### src/rtl/acc_alu_pkg.sv
package acc_alu_pkg;

   typedef enum logic [4:0] {
      OP_ADD  = 5'd0,
      OP_ADC  = 5'd1,
      OP_SUB  = 5'd2,
      OP_SBB  = 5'd3,
      OP_AND  = 5'd4,
      OP_OR   = 5'd5,
      OP_XOR  = 5'd6,
      OP_CMP  = 5'd7,
      OP_INC  = 5'd8,
      OP_DEC  = 5'd9,
      OP_CPL  = 5'd10,
      OP_RL   = 5'd11,
      OP_RR   = 5'd12,
      OP_RLT  = 5'd13,
      OP_RRT  = 5'd14,
      OP_SETC = 5'd15,
      OP_CMCY = 5'd16,
      OP_DADJ = 5'd17
   } alu_op_e;

   localparam int OP_W  = 5;
   localparam int FB_CY = 0;
   localparam int FB_P  = 2;
   localparam int FB_AC = 4;
   localparam int FB_Z  = 6;
   localparam int FB_S  = 7;
   localparam int FLAG_W = 8;
   localparam logic [FLAG_W-1:0] FLAG_USED = 8'hD5;

endpackage

### src/rtl/acc_nib_adder.sv
module acc_nib_adder #(
   parameter int DATA_W = 8
) (
   input  logic [DATA_W-1:0] x_i,
   input  logic [DATA_W-1:0] y_i,
   input  logic              ci_i,
   output logic [DATA_W-1:0] sum_o,
   output logic              nib_c_o,
   output logic              co_o
);
   localparam int NIB_W   = 4;
   localparam int NIB_CNT = DATA_W / NIB_W;

   logic [NIB_CNT:0] carry;

   initial begin
      if ((DATA_W % NIB_W) != 0 || NIB_CNT < 2)
         $error("acc_nib_adder: DATA_W must be a multiple of 4 and at least 8");
   end

   assign carry[0] = ci_i;

   for (genvar n = 0; n < NIB_CNT; n++) begin : g_slice
      logic [NIB_W:0] part;
      assign part = {1'b0, x_i[n*NIB_W +: NIB_W]}
                  + {1'b0, y_i[n*NIB_W +: NIB_W]}
                  + {{NIB_W{1'b0}}, carry[n]};
      assign sum_o[n*NIB_W +: NIB_W] = part[NIB_W-1:0];
      assign carry[n+1] = part[NIB_W];
   end

   assign nib_c_o = carry[1];
   assign co_o    = carry[NIB_CNT];

endmodule

### src/rtl/acc_logic_unit.sv
module acc_logic_unit
   import acc_alu_pkg::*;
#(
   parameter int DATA_W = 8
) (
   input  alu_op_e           op_i,
   input  logic [DATA_W-1:0] a_i,
   input  logic [DATA_W-1:0] b_i,
   input  logic              cy_i,
   output logic [DATA_W-1:0] res_o,
   output logic              cy_o,
   output logic              ac_o
);
   localparam int MSB = DATA_W - 1;

   always_comb begin
      res_o = a_i;
      cy_o  = cy_i;
      ac_o  = 1'b0;
      case (op_i)
         OP_AND: begin
            res_o = a_i & b_i;
            cy_o  = 1'b0;
            ac_o  = 1'b1;
         end
         OP_OR: begin
            res_o = a_i | b_i;
            cy_o  = 1'b0;
         end
         OP_XOR: begin
            res_o = a_i ^ b_i;
            cy_o  = 1'b0;
         end
         OP_CPL: res_o = ~a_i;
         OP_RL: begin
            res_o = {a_i[MSB-1:0], a_i[MSB]};
            cy_o  = a_i[MSB];
         end
         OP_RR: begin
            res_o = {a_i[0], a_i[MSB:1]};
            cy_o  = a_i[0];
         end
         OP_RLT: begin
            res_o = {a_i[MSB-1:0], cy_i};
            cy_o  = a_i[MSB];
         end
         OP_RRT: begin
            res_o = {cy_i, a_i[MSB:1]};
            cy_o  = a_i[0];
         end
         default: ;
      endcase
   end

endmodule

### src/rtl/acc_dec_adjust.sv
module acc_dec_adjust #(
   parameter int DATA_W = 8
) (
   input  logic [DATA_W-1:0] a_i,
   input  logic              ac_i,
   input  logic              cy_i,
   output logic [DATA_W-1:0] res_o,
   output logic              ac_o,
   output logic              cy_o
);
   localparam int NIB_W = 4;
   localparam logic [NIB_W-1:0] DIG_MAX = 4'd9;
   localparam logic [NIB_W-1:0] FIX     = 4'd6;

   logic              lo_fix;
   logic              hi_fix;
   logic [NIB_W:0]    lo_sum;
   logic [DATA_W:0]   stage1;

   initial begin
      if (DATA_W != 2 * NIB_W)
         $error("acc_dec_adjust: only two BCD digits are supported");
   end

   assign lo_fix = (a_i[NIB_W-1:0] > DIG_MAX) | ac_i;
   assign lo_sum = {1'b0, a_i[NIB_W-1:0]} + {1'b0, FIX};
   assign ac_o   = lo_fix & lo_sum[NIB_W];

   assign stage1 = {1'b0, a_i} + (lo_fix ? {{(DATA_W-NIB_W+1){1'b0}}, FIX} : '0);

   assign hi_fix = (stage1[DATA_W-1:NIB_W] > DIG_MAX) | cy_i | stage1[DATA_W];
   assign cy_o   = hi_fix;
   assign res_o  = stage1[DATA_W-1:0] + (hi_fix ? {FIX, {NIB_W{1'b0}}} : '0);

endmodule

### src/rtl/acc_alu.sv
module acc_alu
   import acc_alu_pkg::*;
#(
   parameter int DATA_W = 8
) (
   input  logic              clk,
   input  logic              rst_n,
   input  logic [4:0]        op_i,
   input  logic [DATA_W-1:0] acc_i,
   input  logic [DATA_W-1:0] opd_i,
   input  logic [7:0]        flg_i,
   input  logic              wr_en_i,
   output logic [DATA_W-1:0] res_o,
   output logic [7:0]        flg_o,
   output logic [DATA_W-1:0] res_q,
   output logic [7:0]        flg_q
);
   localparam int MSB = DATA_W - 1;

   initial begin
      if (DATA_W != 8) $error("acc_alu: DATA_W must be 8");
   end

   alu_op_e op;
   assign op = alu_op_e'(op_i);

   logic cy_in, ac_in;
   assign cy_in = flg_i[FB_CY];
   assign ac_in = flg_i[FB_AC];

   logic unused_flag_bits;
   assign unused_flag_bits = ^(flg_i & ~FLAG_USED);

   // adder operand steering
   logic [DATA_W-1:0] add_x, add_y, add_sum;
   logic              add_ci, add_nib, add_co, sub_mode;

   always_comb begin
      add_x    = acc_i;
      add_y    = opd_i;
      add_ci   = 1'b0;
      sub_mode = 1'b0;
      case (op)
         OP_ADC: add_ci = cy_in;
         OP_SUB, OP_CMP: begin
            add_y    = ~opd_i;
            add_ci   = 1'b1;
            sub_mode = 1'b1;
         end
         OP_SBB: begin
            add_y    = ~opd_i;
            add_ci   = ~cy_in;
            sub_mode = 1'b1;
         end
         OP_INC: begin
            add_x  = opd_i;
            add_y  = '0;
            add_ci = 1'b1;
         end
         OP_DEC: begin
            add_x = opd_i;
            add_y = '1;
         end
         default: ;
      endcase
   end

   acc_nib_adder #(.DATA_W(DATA_W)) u_add (
      .x_i     (add_x),
      .y_i     (add_y),
      .ci_i    (add_ci),
      .sum_o   (add_sum),
      .nib_c_o (add_nib),
      .co_o    (add_co)
   );

   logic [DATA_W-1:0] lu_res;
   logic              lu_cy, lu_ac;

   acc_logic_unit #(.DATA_W(DATA_W)) u_logic (
      .op_i  (op),
      .a_i   (acc_i),
      .b_i   (opd_i),
      .cy_i  (cy_in),
      .res_o (lu_res),
      .cy_o  (lu_cy),
      .ac_o  (lu_ac)
   );

   logic [DATA_W-1:0] da_res;
   logic              da_ac, da_cy;

   acc_dec_adjust #(.DATA_W(DATA_W)) u_dadj (
      .a_i   (acc_i),
      .ac_i  (ac_in),
      .cy_i  (cy_in),
      .res_o (da_res),
      .ac_o  (da_ac),
      .cy_o  (da_cy)
   );

   // result select and flag assembly
   logic [DATA_W-1:0] res_n, szp_src;
   logic              upd_szp, nx_cy, nx_ac;
   logic [7:0]        flg_n;

   always_comb begin
      res_n   = acc_i;
      szp_src = acc_i;
      upd_szp = 1'b0;
      nx_cy   = cy_in;
      nx_ac   = ac_in;
      case (op)
         OP_ADD, OP_ADC, OP_SUB, OP_SBB: begin
            res_n   = add_sum;
            szp_src = add_sum;
            upd_szp = 1'b1;
            nx_cy   = add_co ^ sub_mode;
            nx_ac   = add_nib;
         end
         OP_CMP: begin
            szp_src = add_sum;
            upd_szp = 1'b1;
            nx_cy   = ~add_co;
            nx_ac   = add_nib;
         end
         OP_INC, OP_DEC: begin
            res_n   = add_sum;
            szp_src = add_sum;
            upd_szp = 1'b1;
            nx_ac   = add_nib;
         end
         OP_AND, OP_OR, OP_XOR: begin
            res_n   = lu_res;
            szp_src = lu_res;
            upd_szp = 1'b1;
            nx_cy   = lu_cy;
            nx_ac   = lu_ac;
         end
         OP_CPL, OP_RL, OP_RR, OP_RLT, OP_RRT: begin
            res_n = lu_res;
            nx_cy = lu_cy;
         end
         OP_SETC: nx_cy = 1'b1;
         OP_CMCY: nx_cy = ~cy_in;
         OP_DADJ: begin
            res_n   = da_res;
            szp_src = da_res;
            upd_szp = 1'b1;
            nx_cy   = da_cy;
            nx_ac   = da_ac;
         end
         default: ;
      endcase

      flg_n        = '0;
      flg_n[FB_S]  = upd_szp ? szp_src[MSB]     : flg_i[FB_S];
      flg_n[FB_Z]  = upd_szp ? (szp_src == '0)  : flg_i[FB_Z];
      flg_n[FB_P]  = upd_szp ? ~(^szp_src)      : flg_i[FB_P];
      flg_n[FB_AC] = nx_ac;
      flg_n[FB_CY] = nx_cy;
   end

   assign res_o = res_n;
   assign flg_o = flg_n;

   always_ff @(posedge clk or negedge rst_n) begin
      if (!rst_n) begin
         res_q <= '0;
         flg_q <= '0;
      end else if (wr_en_i) begin
         res_q <= res_n;
         flg_q <= flg_n;
      end
   end

   // checks beside the logic they guard
   AST_WR_LOAD: assert property (@(posedge clk) disable iff (!rst_n)
      wr_en_i |=> (res_q == $past(res_o)) && (flg_q == $past(flg_o)));
   AST_WR_HOLD: assert property (@(posedge clk) disable iff (!rst_n)
      !wr_en_i |=> $stable(res_q) && $stable(flg_q));
   AST_UNUSED_ZERO: assert property (@(posedge clk) disable iff (!rst_n)
      (flg_o & ~FLAG_USED) == 8'h00);
   AST_CMP_KEEPS_ACC: assert property (@(posedge clk) disable iff (!rst_n)
      (op_i == 5'd7) |-> (res_o == acc_i));
   AST_INCDEC_KEEP_CY: assert property (@(posedge clk) disable iff (!rst_n)
      (op_i == 5'd8 || op_i == 5'd9) |-> (flg_o[FB_CY] == flg_i[FB_CY]));
   AST_CPL_FLAGS: assert property (@(posedge clk) disable iff (!rst_n)
      (op_i == 5'd10) |-> (flg_o == (flg_i & FLAG_USED)));
   AST_LOGIC_CY_CLR: assert property (@(posedge clk) disable iff (!rst_n)
      (op_i >= 5'd4 && op_i <= 5'd6) |-> !flg_o[FB_CY]);
   AST_SETC: assert property (@(posedge clk) disable iff (!rst_n)
      (op_i == 5'd15) |-> flg_o[FB_CY] && (res_o == acc_i));
   AST_DADJ_CY_STICKY: assert property (@(posedge clk) disable iff (!rst_n)
      (op_i == 5'd17 && flg_i[FB_CY]) |-> flg_o[FB_CY]);

endmodule

### config.mk
export PLATFORM = sky130hd
export DESIGN_NAME = acc_alu
export DESIGN_NICKNAME = d
export VERILOG_FILES = /design/src/rtl/acc_alu_pkg.sv /design/src/rtl/acc_nib_adder.sv /design/src/rtl/acc_logic_unit.sv /design/src/rtl/acc_dec_adjust.sv /design/src/rtl/acc_alu.sv
export SDC_FILE = /design/constraint.sdc
export NUM_CORES = 1
export LEC_CHECK = 0
export ABC_AREA = 1
export BUFFER_PORTS_ARGS = -buffer_cell sky130_fd_sc_hd__buf_2
export CORE_MARGIN = 2
export CORE_UTILIZATION = 25
export DETAILED_ROUTE_END_ITERATION = 8
export SLEW_MARGIN = 10
export SYNTH_ARGS = -nofsm -noshare
export SYNTH_HDL_FRONTEND = slang
export SYNTH_SLANG_ARGS = --single-unit
### constraint.sdc
create_clock -name clk -period 13.88 [get_ports clk]
set_input_delay 2.082 -clock clk [delete_from_list [all_inputs] [get_ports clk]]
set_output_delay 2.082 -clock clk [all_outputs]
set_load 0.005 [all_outputs]
Yosys cells after proc, flatten, opt, wreduce, memory -nomap -nowiden
Cells that the tools add are included.

Flip-flop bits (word level): 13. Input bits: 32. Output and inout port bits: 32. Logic and storage cells: 72.

Add/subtract/negate cells: 7. Magnitude comparators: 2. Equality and inequality tests: 17. Muxes and demuxes: 17. Bitwise gates (word level): 13. Reductions and logical operators: 14.

Operator list (count): $pmux 8 s3 (3); $pmux 8 s8 (1); $eq 5x4->1 const B (8); $eq 5x3->1 const B (4); $not 8->8 (2); $reduce_or 11->1 (1); $add 4x4->5 (2); $add 5x1->5 (2); $eq 5x2->1 const B (2); $eq 5x5->1 const B (2); $add 8x9->9 (1); $pmux 1 s3 (3); $reduce_or 3->1 (3); $add 8x8->8 (1); $and 8x8->8 (1); $gt 4x4->1 const B (2); $logic_not 8->1 (1); $mux 8 (1); $or 8x8->8 (1); $reduce_or 8->1 (1); $reduce_xor 8->1 (1); $xor 8x8->8 (1); $mux 7 (1); $reduce_or 7->1 (1); other kinds (13) (24).

Depth between registers and ports, before layout
Depth after elaboration: 13. Gate-level depth with buffers: 31. Gate-level depth less buffers: 30.

Modules after synthesis
A second synthesis with hierarchy kept.

Cell total of the unflattened synthesis: 562. Area, all modules: 3199.3 sq um.

By module, submodules not included: acc_alu (instances 1, cells each 295, area an instance 1677.9 sq um, sequential area each 325.3 sq um); acc_logic_unit (instances 1, cells each 180, area an instance 938.4 sq um, sequential area each 0.0 sq um); acc_nib_adder (instances 1, cells each 43, area an instance 305.3 sq um, sequential area each 0.0 sq um); acc_dec_adjust (instances 1, cells each 44, area an instance 277.8 sq um, sequential area each 0.0 sq um).

Worst setup path after synthesis
OpenSTA, ideal clock, no wires.

Kind: input -> output. Start point: in op_i[1]. End point: out flg_o[2]. Data arrival time: 5843 ps. Setup slack: 5955 ps. Cell stages on the path: 22. Buffers on the path: 1. Cells stage by stage: buf_2 nand2_1 inv_1 nand2_2 nand2_1 inv_1 o21ai_0 a21oi_1 fa_1 fa_1 nor2_1 a211oi_1 fa_1 fa_1 xnor2_1 nand2_1 nand3_1 a21oi_1 ha_1 xnor2_1 xnor2_1 o21ai_1.

Cells in the longest elaborated chain, start to end: 10. Elaborated cells between the ends (all ways): 35. Those cells by class: add/sub (4); eq/ne (15); mux (7); bitwise (1); reduce/logical (8).

RTL lines: start, declared (RTL line acc_alu.sv:8) `input logic [4:0] op_i,`; $eq 5x3->1, or another cell as far along (RTL line acc_alu.sv:43, acc_alu.sv:113); $reduce_or 3->1 (no source line) / $reduce_or 2->1 (equally long branches); $pmux 8 s3 / $mux 8 (equally long branches) (RTL line acc_alu.sv:43) `case (op)`; $add 4x4->5 (RTL line acc_nib_adder.sv:26) `+ {1'b0, y_i[n*NIB_W +: NIB_W]}`; $add 5x1->5 (2 in series) (RTL line acc_nib_adder.sv:27) `+ {{NIB_W{1'b0}}, carry[n]};`; $pmux 8 s3 (RTL line acc_alu.sv:113) `case (op)`; $reduce_xor 8->1 (RTL line acc_alu.sv:159) `flg_n[FB_P] = upd_szp ? ~(^szp_src) : flg_i[FB_P];`; $not 1->1 (RTL line acc_alu.sv:159); $mux 1 (*) (RTL line acc_alu.sv:159); end, declared (RTL line acc_alu.sv:14) `output logic [7:0] flg_o,`.

Mark *: on every way between the ends. The rest lies on a longest branch, timed or not.

Worst setup path after layout
Same ends and word-level chain as after synthesis.

==> results.yml <==
cells_and_area:
  n_antenna_cell: 0
  final_cell_mix: "131 x nand2_1, 54 x buf_2, 47 x inv_1"
  final_layout_size_suffix_gt1_share_pct: 19.4
  area_growth_syn_to_layout_pct: 15.2
  final_design_area_no_fill_um2: 3090
  nNetsFinal: 548
  final_common_cell: "nand2_1"
setup_path:
  r2r_setup_slack_ns: 13.27
  worstPathMaxFanout: 9
  cp_data_arrival_time_ns: 6.67
  cp-end-kind: "output port"
  start_kind: "input port"
  worstSetupPathType: "input port to output port"
  worstPathRequired_ns: 11.80
global_route:
  grt_start_max_net_pins: 19
  use_met2_pct: 23.9
  grt_pass1_vias: 2725
  grt_pass1_wl_um: 13600
  grt-busiest-layer: "met2"
  grt_use_total_pct: 14.3
  grt_use_met3_pct: 0.666
  use_met1_pct: 20.8
  gr-total-overflow: 0
  antenna_found_initial: 0
yosys:
  yosys_warnings: 0
  synth_top_area_cell: "nand2_1"
  synthesis.instances: 432
  ys_ff_latch: 13
  syn_area_per_cell_um2: 6.21
  seq_area_frac_synth_pct: 12.1
  synth_xor_xnor_area_share_pct: 2.94
  synthTopCellsByArea: "nand2_1 18%, ha_1 14%, dfrtp_1 12%, o21ai_0 6.7%, inv_1 6.6%"
  synth_top_cell_area_share_pct: 18.3
  synth_fa_ha_area_share_pct: 17.7
  synth.area.mux_share_pct: 0
  synth_compound_area_share_pct: 21.2
  ys_types: 41
  synth-simple-area-share_pct: 34.3
  synth_top_family_by_area: "simple AND/OR/NAND/NOR gates"
  netlist_area_um2: 2680
routing:
  viasPerCell: 4.84
  num_vias: 2984
  drt_iter0_drc: 279
  wl_per_cell_um: 13.4
  drc: 0
  ant_nets: 0
  totalWireLength_um: 8280
  dr.pass1.iters: 4
run_status:
  outcome: "complete, no violations"
power_and_ir_drop:
  leakagePower_uw: 0.00165
  finalPower_uw: 198
  cellPowerDensity_nw_per_um2: 64.2
  ir_drop_mv: 0.0386
clocking:
  ctsResizeCount: 0
  cts_made_buffers: 3
  root_buffer: "clkbuf_8"
  h-tree-depth: 1
  holdBufCountCts: 0
  post_cts_buffers: 0
  cts_tree: "built"
  clock_path_buffers: 2
  cts.sinks: 13
  clock_latency_ns: 0.24
  clkTransAtPathRegs_ns: 0.05
sta:
  clock_skew_ns: 0
  finalCritPeriodShare_pct: 63.1
  tns_ns: 0
  fin_crit_ns: 8.75
  maxSlewHeadroom_pct: 63.6
  finalHoldViolations: 0
  clock.fmax_mhz: 114
  drv_slew: 0
  setup_viol: 0
  rsz0062_at_grt: "no"
  timing.hold.ws_ns: 0.474
  tightestPinTransition_ns: 0.545
floorplanning:
  die-area_um2: 11600
  num_rows: 37
  core_um2: 10400
  die_h_um: 108
  pin_count: 64
  initial_utilization_pct: 25.9
  die_width_um: 108
placed_design:
  gp_congestion: 0.911
  numPortBuffers: 54
  place_area_um2: 3050
  dp_hpwl_um: 6930
hold_path:
  hold_class: "flip-flop to flip-flop"
run:
  drv_cap: 0
==> cell families (layout without fill, tap and decap cells) <==
logic type                 Yosys count  after routing
xor gates and xnor gates             9              9
adders and majority gates           35             35
other                                1              6
AOI/OAI and AO/OA                   97             97
DFF                                 13             13
and+or+nand+nor                    205            205
buffers and inverters               72            115
==> flip-flops by register name, summed over array words and instances, names as in the netlist <==
signal  count
res_q       8
flg_q       5
==> power breakdown <==
group	internal, µW	switching, µW
clock	20.2	12.2
sequential	44.2	3.00
combinational	45.6	73.1
total	110	88.3
==> synth_stat cells (all sizes together) <==
master	number
a211oi	4
a21boi	2
a21o	1
a21oi	28
a31oi	1
a32oi	1
buf	13
clkbuf	2
conb	1
dfrtp	13
fa	5
ha	30
inv	57
nand2	138
nand3	24
nand4	2
nor2	33
nor3	4
nor4	1
o2111ai	4
o211ai	5
o21ai	41
o221ai	1
o22ai	8
o2bb2ai	1
or2	3
xnor2	6
xor2	3
==> final timing paths <==
path	endpoint	start	cells past startpoint
max	flg_o[2]	op_i[1]	22
min	res_q[2]	res_q[2]	2
max reg2reg	res_q[0]	res_q[0]	2
min reg2reg	res_q[2]	res_q[2]	2
max in group asynchronous	flg_q[4]	rst_n	1
min in group asynchronous	res_q[7]	rst_n	1
==> metal layers <==
layer	up-vias	routed length [µm]
li1	1513	-
met2	114	3660
met3	10	446
met5	-	0
met4	0	96
met1	1347	4070
==> per-stage QoR <==
stage	utilization, %	instances	worst slack (ns)
floorplan	-	437	5.95
CTS	29.8	616	5.14
global placement	29.4	612	5.22
detailed placement	29.4	612	5.15
global route	29.8	616	4.61
finish	29.8	616	5.13
==> cell type report <==
type	count	area (µm²)
clock buffer	4	45.0
fill	1173	7280
inverter	57	214
multi-input combinational	352	2070
sequential	13	325
tap	136	170
timing repair buffer	54	270
==> critical path: stages <==
cell      delay (ns)
buf_2           0.18
nor2_4          0.20
nand2_1         0.08
nor2_1          0.42
inv_1           0.10
o21ai_0         0.09
a21oi_1         0.08
fa_1            0.45
fa_1            0.43
nor2_1          0.12
a211oi_1        0.08
fa_1            0.44
fa_1            0.42
xnor2_1         0.34
nand2_1         0.10
nand3_1         0.09
a21oi_1         0.05
ha_1            0.31
xnor2_1         0.20
xnor2_1         0.11
o21ai_1         0.17
buf_2           0.14
Note: power is estimated with default switching activity, not from simulation.
